File: config.mk
export PLATFORM = sky130hd
export DESIGN_NAME = fiq_fuse_top
export DESIGN_NICKNAME = d
export VERILOG_FILES = /design/src/rtl/fiq_pkg.sv /design/src/rtl/fiq_store.sv /design/src/rtl/fiq_pair_sel.sv /design/src/rtl/fiq_fuse_top.sv
export SDC_FILE = /design/constraint.sdc
export NUM_CORES = 2
export LEC_CHECK = 0
export ABC_CLOCK_PERIOD_IN_PS = 24200
export BUFFER_PORTS_ARGS = -buffer_cell sky130_fd_sc_hd__buf_2
export CAP_MARGIN = 20
export CORE_ASPECT_RATIO = 2
export CORE_MARGIN = 4
export CORE_UTILIZATION = 28
export CTS_CLUSTER_SIZE = 30
export DETAILED_ROUTE_END_ITERATION = 10
export SLEW_MARGIN = 20
export SYNTH_ARGS = -nofsm -noshare
export SYNTH_HDL_FRONTEND = slang
export SYNTH_HIERARCHICAL = 1
export SYNTH_SLANG_ARGS = --single-unit
export TNS_END_PERCENT = 1
File: constraint.sdc
create_clock -name clk_i -period 24.2 [get_ports clk_i]
set_input_delay 7.26 -clock clk_i [delete_from_list [all_inputs] [get_ports clk_i]]
set_output_delay 7.26 -clock clk_i [all_outputs]
set_load 0.005 [all_outputs]
File: src/rtl/fiq_pkg.sv
package fiq_pkg;
  localparam int LEN_W = 4;
  localparam int OFF_W = 5;
  localparam int CLS_W = 2;

  localparam logic [CLS_W-1:0] CLS_ARITH = 2'd1;
  localparam logic [CLS_W-1:0] CLS_JCC   = 2'd2;

  typedef struct packed {
    logic [LEN_W-1:0] len;
    logic [OFF_W-1:0] off;
    logic [CLS_W-1:0] cls;
  } fiq_ent_t;

  typedef struct packed {
    logic             fused;
    logic [LEN_W-1:0] len0;
    logic [LEN_W-1:0] len1;
    logic [OFF_W-1:0] off;
  } fiq_slot_t;
endpackage

File: src/rtl/fiq_store.sv
module fiq_store
  import fiq_pkg::*;
#(
  parameter int DEPTH = 16,
  parameter int LANES = 5,
  localparam int CNT_W = $clog2(DEPTH + 1),
  localparam int PTR_W = $clog2(DEPTH),
  localparam int WIN   = 2 * LANES,
  localparam int RET_W = $clog2(WIN + 1)
) (
  input  logic             clk_i,
  input  logic             rst_ni,
  input  logic             flush_i,
  input  logic [CNT_W-1:0] enq_n_i,
  input  fiq_ent_t         enq_ent_i [LANES],
  input  logic [RET_W-1:0] deq_n_i,
  output logic [CNT_W-1:0] cnt_o,
  output fiq_ent_t         win_o [WIN],
  output logic [WIN-1:0]   win_vld_o
);
  fiq_ent_t         mem_q [DEPTH];
  logic [PTR_W-1:0] rd_ptr_q, wr_ptr_q;
  logic [CNT_W-1:0] cnt_q;

  always_ff @(posedge clk_i or negedge rst_ni) begin
    if (!rst_ni) begin
      rd_ptr_q <= '0;
      wr_ptr_q <= '0;
      cnt_q    <= '0;
    end else if (flush_i) begin
      rd_ptr_q <= '0;
      wr_ptr_q <= '0;
      cnt_q    <= '0;
    end else begin
      rd_ptr_q <= rd_ptr_q + PTR_W'(deq_n_i);
      wr_ptr_q <= wr_ptr_q + PTR_W'(enq_n_i);
      cnt_q    <= cnt_q + enq_n_i - CNT_W'(deq_n_i);
    end
  end

  // storage carries no reset; validity comes from cnt_q
  always_ff @(posedge clk_i) begin
    for (int k = 0; k < LANES; k++) begin
      if (CNT_W'(k) < enq_n_i) mem_q[wr_ptr_q + PTR_W'(k)] <= enq_ent_i[k];
    end
  end

  for (genvar k = 0; k < WIN; k++) begin : g_win
    assign win_o[k]     = mem_q[rd_ptr_q + PTR_W'(k)];
    assign win_vld_o[k] = cnt_q > CNT_W'(k);
  end

  assign cnt_o = cnt_q;

  AST_NO_OVERFLOW: assert property (@(posedge clk_i) disable iff (!rst_ni)
    (int'(cnt_q) + int'(enq_n_i)) <= DEPTH);
  AST_NO_UNDERFLOW: assert property (@(posedge clk_i) disable iff (!rst_ni)
    int'(deq_n_i) <= int'(cnt_q));
endmodule

File: src/rtl/fiq_pair_sel.sv
module fiq_pair_sel
  import fiq_pkg::*;
#(
  parameter int LANES = 5,
  localparam int WIN   = 2 * LANES,
  localparam int RET_W = $clog2(WIN + 1)
) (
  input  logic             clk_i,
  input  logic             rst_ni,
  input  fiq_ent_t         win_i [WIN],
  input  logic [WIN-1:0]   win_vld_i,
  output fiq_slot_t        slot_o [LANES],
  output logic [LANES-1:0] slot_vld_o,
  output logic [RET_W-1:0] ret_n_o
);
  logic [RET_W-1:0] p, q;
  logic             stop, nxt_ok;

  // slot s reads window entry p <= 2s, so q = p+1 stays inside the window
  always_comb begin
    p      = '0;
    q      = '0;
    stop   = 1'b0;
    nxt_ok = 1'b0;
    for (int s = 0; s < LANES; s++) begin
      slot_o[s]     = '0;
      slot_vld_o[s] = 1'b0;
      if (!stop && win_vld_i[p]) begin
        q      = p + RET_W'(1);
        nxt_ok = win_vld_i[q];
        if (win_i[p].cls == CLS_ARITH && nxt_ok && win_i[q].cls == CLS_JCC) begin
          slot_vld_o[s]  = 1'b1;
          slot_o[s].fused = 1'b1;
          slot_o[s].len0  = win_i[p].len;
          slot_o[s].len1  = win_i[q].len;
          slot_o[s].off   = win_i[p].off;
          p = p + RET_W'(2);
        end else if (win_i[p].cls == CLS_ARITH && !nxt_ok && s != 0) begin
          stop = 1'b1; // tail arithmetic waits for a possible jump
        end else begin
          slot_vld_o[s]  = 1'b1;
          slot_o[s].len0 = win_i[p].len;
          slot_o[s].off  = win_i[p].off;
          p = p + RET_W'(1);
        end
      end
    end
    ret_n_o = p;
  end

  for (genvar k = 1; k < LANES; k++) begin : g_pack
    AST_SLOTS_PACKED: assert property (@(posedge clk_i) disable iff (!rst_ni)
      slot_vld_o[k] |-> slot_vld_o[k-1]);
  end

  AST_RETIRE_BOUNDS: assert property (@(posedge clk_i) disable iff (!rst_ni)
    ($countones(slot_vld_o) <= int'(ret_n_o)) &&
    (int'(ret_n_o) <= 2 * $countones(slot_vld_o)));
endmodule

File: src/rtl/fiq_fuse_top.sv
module fiq_fuse_top
  import fiq_pkg::*;
#(
  parameter int DEPTH = 16,
  parameter int LANES = 5
) (
  input  logic                   clk_i,
  input  logic                   rst_ni,
  input  logic                   flush_i,
  input  logic [LANES-1:0]       in_valid_i,
  input  logic [LANES*LEN_W-1:0] in_len_i,
  input  logic [LANES*OFF_W-1:0] in_off_i,
  input  logic [LANES*CLS_W-1:0] in_cls_i,
  output logic                   in_ready_o,
  output logic [LANES-1:0]       out_valid_o,
  output logic [LANES-1:0]       out_fused_o,
  output logic [LANES*LEN_W-1:0] out_len0_o,
  output logic [LANES*LEN_W-1:0] out_len1_o,
  output logic [LANES*OFF_W-1:0] out_off_o,
  input  logic                   out_ready_i
);
  localparam int CNT_W = $clog2(DEPTH + 1);
  localparam int WIN   = 2 * LANES;
  localparam int RET_W = $clog2(WIN + 1);

  fiq_ent_t         enq_ent [LANES];
  fiq_ent_t         win     [WIN];
  fiq_slot_t        slot    [LANES];
  logic [WIN-1:0]   win_vld;
  logic [LANES-1:0] slot_vld;
  logic [CNT_W-1:0] lead_n, enq_n, cnt;
  logic [RET_W-1:0] ret_n, deq_n;
  logic             run;

  always_comb begin
    lead_n = '0;
    run    = 1'b1;
    for (int k = 0; k < LANES; k++) begin
      enq_ent[k].len = in_len_i[k*LEN_W +: LEN_W];
      enq_ent[k].off = in_off_i[k*OFF_W +: OFF_W];
      enq_ent[k].cls = in_cls_i[k*CLS_W +: CLS_W];
      if (run && in_valid_i[k]) lead_n = lead_n + CNT_W'(1);
      else                      run    = 1'b0;
    end
  end

  assign in_ready_o = !flush_i && (int'(cnt) <= DEPTH - LANES);
  assign enq_n      = in_ready_o ? lead_n : '0;
  assign deq_n      = (out_ready_i && !flush_i) ? ret_n : '0;

  fiq_store #(.DEPTH(DEPTH), .LANES(LANES)) store_i (
    .clk_i     (clk_i),
    .rst_ni    (rst_ni),
    .flush_i   (flush_i),
    .enq_n_i   (enq_n),
    .enq_ent_i (enq_ent),
    .deq_n_i   (deq_n),
    .cnt_o     (cnt),
    .win_o     (win),
    .win_vld_o (win_vld)
  );

  fiq_pair_sel #(.LANES(LANES)) sel_i (
    .clk_i      (clk_i),
    .rst_ni     (rst_ni),
    .win_i      (win),
    .win_vld_i  (win_vld),
    .slot_o     (slot),
    .slot_vld_o (slot_vld),
    .ret_n_o    (ret_n)
  );

  always_comb begin
    out_valid_o = flush_i ? '0 : slot_vld;
    out_fused_o = '0;
    out_len0_o  = '0;
    out_len1_o  = '0;
    out_off_o   = '0;
    for (int k = 0; k < LANES; k++) begin
      out_fused_o[k]               = slot[k].fused;
      out_len0_o[k*LEN_W +: LEN_W] = slot[k].len0;
      out_len1_o[k*LEN_W +: LEN_W] = slot[k].len1;
      out_off_o[k*OFF_W +: OFF_W]  = slot[k].off;
    end
  end

  for (genvar k = 0; k < LANES; k++) begin : g_chk
    AST_FUSED_HAS_SECOND: assert property (@(posedge clk_i) disable iff (!rst_ni)
      (out_valid_o[k] && out_fused_o[k]) |-> (out_len1_o[k*LEN_W +: LEN_W] != '0));
    AST_SINGLE_NO_SECOND: assert property (@(posedge clk_i) disable iff (!rst_ni)
      (out_valid_o[k] && !out_fused_o[k]) |-> (out_len1_o[k*LEN_W +: LEN_W] == '0));
    AST_SLOT_LEN_LEGAL: assert property (@(posedge clk_i) disable iff (!rst_ni)
      out_valid_o[k] |-> (out_len0_o[k*LEN_W +: LEN_W] != '0));
    AST_IN_LEN_LEGAL: assert property (@(posedge clk_i) disable iff (!rst_ni)
      (in_valid_i[k] && in_ready_o) |-> (in_len_i[k*LEN_W +: LEN_W] != '0));
  end

  AST_FLUSH_EMPTY: assert property (@(posedge clk_i) disable iff (!rst_ni)
    flush_i |=> (out_valid_o == '0));
  AST_STALL_HEAD: assert property (@(posedge clk_i) disable iff (!rst_ni)
    (out_valid_o[0] && !out_ready_i && !flush_i) |=> $stable(out_off_o[OFF_W-1:0]));
endmodule

==> run summary <==
The total number of placement rows is 164. The number of enable-type register cells in the synthesized netlist came out at around 180. On the critical path the largest part of the delay comes from compound AO/OA/AOI/OAI gates. In the final design database the tool counted between 3000 and 4000 nets.

Buffers placed on the I/O ports in this run total 139. The sum of overflow across all layers after global routing is 0. The via count of the first global-routing pass is 28257. Buffers inserted during clock tree synthesis total 17. STA classifies the critical path endpoint as an output port. The path category of the worst min-delay check is register to register. The shortest period the worst path allows came out at 21.71 ns. The final HPWL from detailed placement came out at 121.7 mm. For this design, the sink count on the clock tree is 189.

The wire length after detailed routing came out at 158.9 mm. The maximum fanout along the worst path is 56. The tool flagged a number of max-cap violations equal to 0. The number of antenna violations at the first check in global routing came to 9. The headroom to the max-slew limit came out at 0.1203.

The total global routing track utilization is 0.2892. Entering global routing, the biggest net connects 69 pins. The number of gates resized after cts is 0. The required time reported for the critical path endpoint came out at 16.94 ns.

The floorplan die area is 106000 um2. The count of different cell masters after synthesis is 111. The register bit total from synthesis came out at 189.

The most common flop cell mapped by yosys is sky130_fd_sc_hd__edfxtp_1. The layout cell share with drive strength beyond 1 came out at 0.2456. The critical path arrival is between 10 and 15 ns.

The critical path contains buffers and inverters numbering 9 combined. Summing over every cut layer, the via total after detailed routing is ~30000. After detailed routing, the number of vias per cell comes to 6.739. The post-route DRC violation count came out at 0. STA classifies the critical path startpoint as a register.

Buffers added to address setup during post-CTS repair amount to 0. Setup repair after global routing left no endpoint under its margin. In this run the number of cells on the critical path is 41. The final number of max-transition violations is 0. The maximum clock skew at final layout is 0.008557 ns. The type of the worst setup path is register to output port. The clock tree from TritonCTS is yes. The CTS H-tree depth came out at 4. The initial utilization of the core area, before any placement, comes to 0.2817. The final period utilization came out at 0.8971. The share of the yosys chip area belonging to registers is 0.1993. The most frequent cell on the critical path is sky130_fd_sc_hd__mux2i_1. The number of cells on the worst reg-to-reg path is 49.

The setup TNS came out at 0 ns. The clock transition time at the flip-flop clock pins of the worst setup and hold paths came out at about 0.070 ns. The delay of the slowest cell on the worst path came out at 0.99 ns.

140 I/O pins were placed. The iteration-0 DRC count of the detailed router came out at about 4300. The post-synthesis cell area is 28150 um2.

At the pin with the least slew margin, the transition time is around 1.3 ns. The master cell of the clock root buffer is sky130_fd_sc_hd__clkbuf_16. The number of setup violations in the final report is 0. Before antenna repair, the detailed router went through 6 iterations. Along the worst hold path, the cell count comes to 3. The hold buffer count at CTS is 0.

In this run the standard cell core region covers approximately 100000 um2. The first-pass GRT wire length came out at 221.8 mm. The warning count from the yosys run came out at 6.

The remaining number of nets flagged by the antenna check after routing is 0. The run finished with clean final reports. The wire length per cell after detailed routing is between 30 and 40 um. The final hold violation count is 0.

The average size of a mapped cell is between 8 and 9 um2. Among all stages on the critical path, the largest delay is contributed by sky130_fd_sc_hd__dfrtp_4. The weighted congestion at the end of routability-driven global placement came out at approximately 1.1. The later-pin clock latency in the skew report is 0.45 ns. The x dimension of the die is 232.2 um. The fraction of synthesis flops using an asynchronous set or reset pin came out at 0.06878. For this run, the top clock speed supported by timing is roughly 46 MHz. The number of buffers between clock root and the deepest sink came out at 2. The vertical die dimension is 456.4 um. The post-synthesis to final-layout area growth came out at 9.231%. Synthesis produced 3166 cells.
-- flip-flops by register name, summed over array words and instances, names as in the netlist --
register / cells
store_i/mem_q: 176
store_i/rd_ptr_q: 4
store_i/wr_ptr_q: 4
store_i/cnt_o: 5
-- worst register-to-register path, delay by kind of cell (launching register included) --
kind            cells  cell delay [ns]
buf+inv             9             2.02
mux                 7             2.25
xor+xnor            1             0.16
simple gates       10             2.18
compound gates     16             4.27
flops               1             0.99
fa+ha+maj           6             3.93
-- per-stage QoR --
step	utilization	cells	worst slack (ns)	hold WS, ns	cell area (um2)
final	0.3077	4438	2.489	0.8753	30750
after global routing	0.3077	4436	1.676	0.8939	30750
after CTS	0.3070	4432	2.597	0.8692	30680
after detailed placement	0.3012	4400	3.150	0.8561	30100
after global placement	0.3012	4400	3.317	0.8458	30100
after floorplan	-	3168	4.424	0.5958	28160
-- layout by cell type (no fill, tap or decap), drive strengths merged, types with 14 or more instances in the layout --
cell type  count
nand2        545
mux4         286
buf          260
edfxtp       176
nand3        160
nor2         158
nor3         145
o21ai        137
mux2i        131
a21oi         95
mux2          90
o221ai        80
and3          70
a211oi        62
inv           61
and2          58
o31ai         58
o32ai         45
o22ai         42
a31oi         37
nor2b         31
or3           30
a311oi        27
ha            27
xnor2         19
nand2b        18
a22oi         18
clkbuf        17
nor4          16
a22o          15
a221oi        14
-- per-layer routing --
| layer | global-route usage | share of wire | up-vias | wire length, um |
|---|---|---|---|---|
| met4 | 0.2403 | 0.11 | 12 | 17830 |
| met3 | 0.04737 | 0.076 | 801 | 12060 |
| met1 | 0.3028 | 0.32 | 14771 | 50980 |
| met2 | 0.5012 | 0.49 | 2114 | 77970 |
| met5 | 0 | 0.00057 | - | 91 |
| li1 | - | - | 12208 | - |
-- final timing paths --
| check | slack [ns] | endpoint | startpoint |
|---|---|---|---|
| min in group asynchronous | 6.70 | store_i/wr_ptr_q[2] | rst_ni |
| hold reg to reg | 0.88 | store_i/rd_ptr_q[3] | store_i/rd_ptr_q[3] |
| max in group asynchronous | 17.19 | store_i/rd_ptr_q[1] | rst_ni |
| hold / removal | 0.88 | store_i/rd_ptr_q[3] | store_i/rd_ptr_q[3] |
| setup / recovery | 2.49 | out_len0_o[17] | store_i/rd_ptr_q[0] |
| setup reg to reg | 8.28 | store_i/cnt_o[4] | store_i/rd_ptr_q[0] |
-- Yosys cell counts, types with 8 or more instances --
cell type / instances / share of area
sky130_fd_sc_hd__nand2_1: 543 / 0.072
sky130_fd_sc_hd__mux4_2: 286 / 0.23
sky130_fd_sc_hd__clkbuf_1: 206 / 0.027
sky130_fd_sc_hd__edfxtp_1: 176 / 0.19
sky130_fd_sc_hd__nand3_1: 158 / 0.028
sky130_fd_sc_hd__nor2_1: 158 / 0.021
sky130_fd_sc_hd__nor3_1: 139 / 0.025
sky130_fd_sc_hd__mux2i_1: 131 / 0.047
sky130_fd_sc_hd__o21ai_0: 119 / 0.021
sky130_fd_sc_hd__a21oi_1: 93 / 0.017
sky130_fd_sc_hd__mux2_2: 89 / 0.036
sky130_fd_sc_hd__o221ai_1: 80 / 0.025
sky130_fd_sc_hd__buf_2: 75 / 0.013
sky130_fd_sc_hd__and3_1: 68 / 0.015
sky130_fd_sc_hd__a211oi_1: 57 / 0.015
sky130_fd_sc_hd__and2_1: 56 / 0.012
sky130_fd_sc_hd__o31ai_1: 55 / 0.015
sky130_fd_sc_hd__buf_1: 53 / 0.0071
sky130_fd_sc_hd__inv_1: 48 / 0.0064
sky130_fd_sc_hd__o32ai_1: 45 / 0.014
sky130_fd_sc_hd__o22ai_1: 42 / 0.0093
sky130_fd_sc_hd__a31oi_1: 37 / 0.0082
sky130_fd_sc_hd__nor2b_1: 31 / 0.0069
sky130_fd_sc_hd__or3_1: 30 / 0.0067
sky130_fd_sc_hd__a311oi_1: 27 / 0.0084
sky130_fd_sc_hd__ha_1: 27 / 0.012
sky130_fd_sc_hd__nand2b_1: 18 / 0.0040
sky130_fd_sc_hd__a22oi_1: 17 / 0.0045
sky130_fd_sc_hd__xnor2_1: 16 / 0.0050
sky130_fd_sc_hd__a22o_1: 14 / 0.0044
sky130_fd_sc_hd__a221oi_1: 13 / 0.0040
sky130_fd_sc_hd__dfrtp_1: 13 / 0.012
sky130_fd_sc_hd__o21ai_1: 13 / 0.0023
sky130_fd_sc_hd__a221o_1: 12 / 0.0043
sky130_fd_sc_hd__buf_4: 12 / 0.0032
sky130_fd_sc_hd__nand4_1: 11 / 0.0024
sky130_fd_sc_hd__nor4_1: 11 / 0.0024
sky130_fd_sc_hd__o211ai_1: 10 / 0.0027
sky130_fd_sc_hd__xor2_1: 10 / 0.0031
sky130_fd_sc_hd__a21o_1: 8 / 0.0021
-- area by class of cell --
type | count | area (um2)
fillers | 10491 | 69180
multi-input cells | 2570 | 21030
flip-flops and latches | 189 | 5619
well taps | 1328 | 1662
repair buffers | 260 | 1632
clock buffers | 17 | 425.4
inverters | 56 | 217.7
clock inverters | 15 | 156.4
diodes | 3 | 7.507
-- logic make-up (layout without fill, tap and decap cells) --
logic type | Yosys count | after routing | synth area share
AOI/OAI and AO/OA | 720 | 720 | 0.1862
adders and majority gates | 33 | 33 | 0.01627
muxes | 507 | 507 | 0.3114
DFF | 189 | 189 | 0.1993
xor gates and xnor gates | 29 | 29 | 0.01062
buffers and inverters | 409 | 348 | 0.06160
other | 1 | 6 | 0.0001332
and+or+nand+nor | 1278 | 1278 | 0.2146
Power is not shown: default switching activity piles up to over one toggle a cycle in this logic, so the estimate is an artifact.
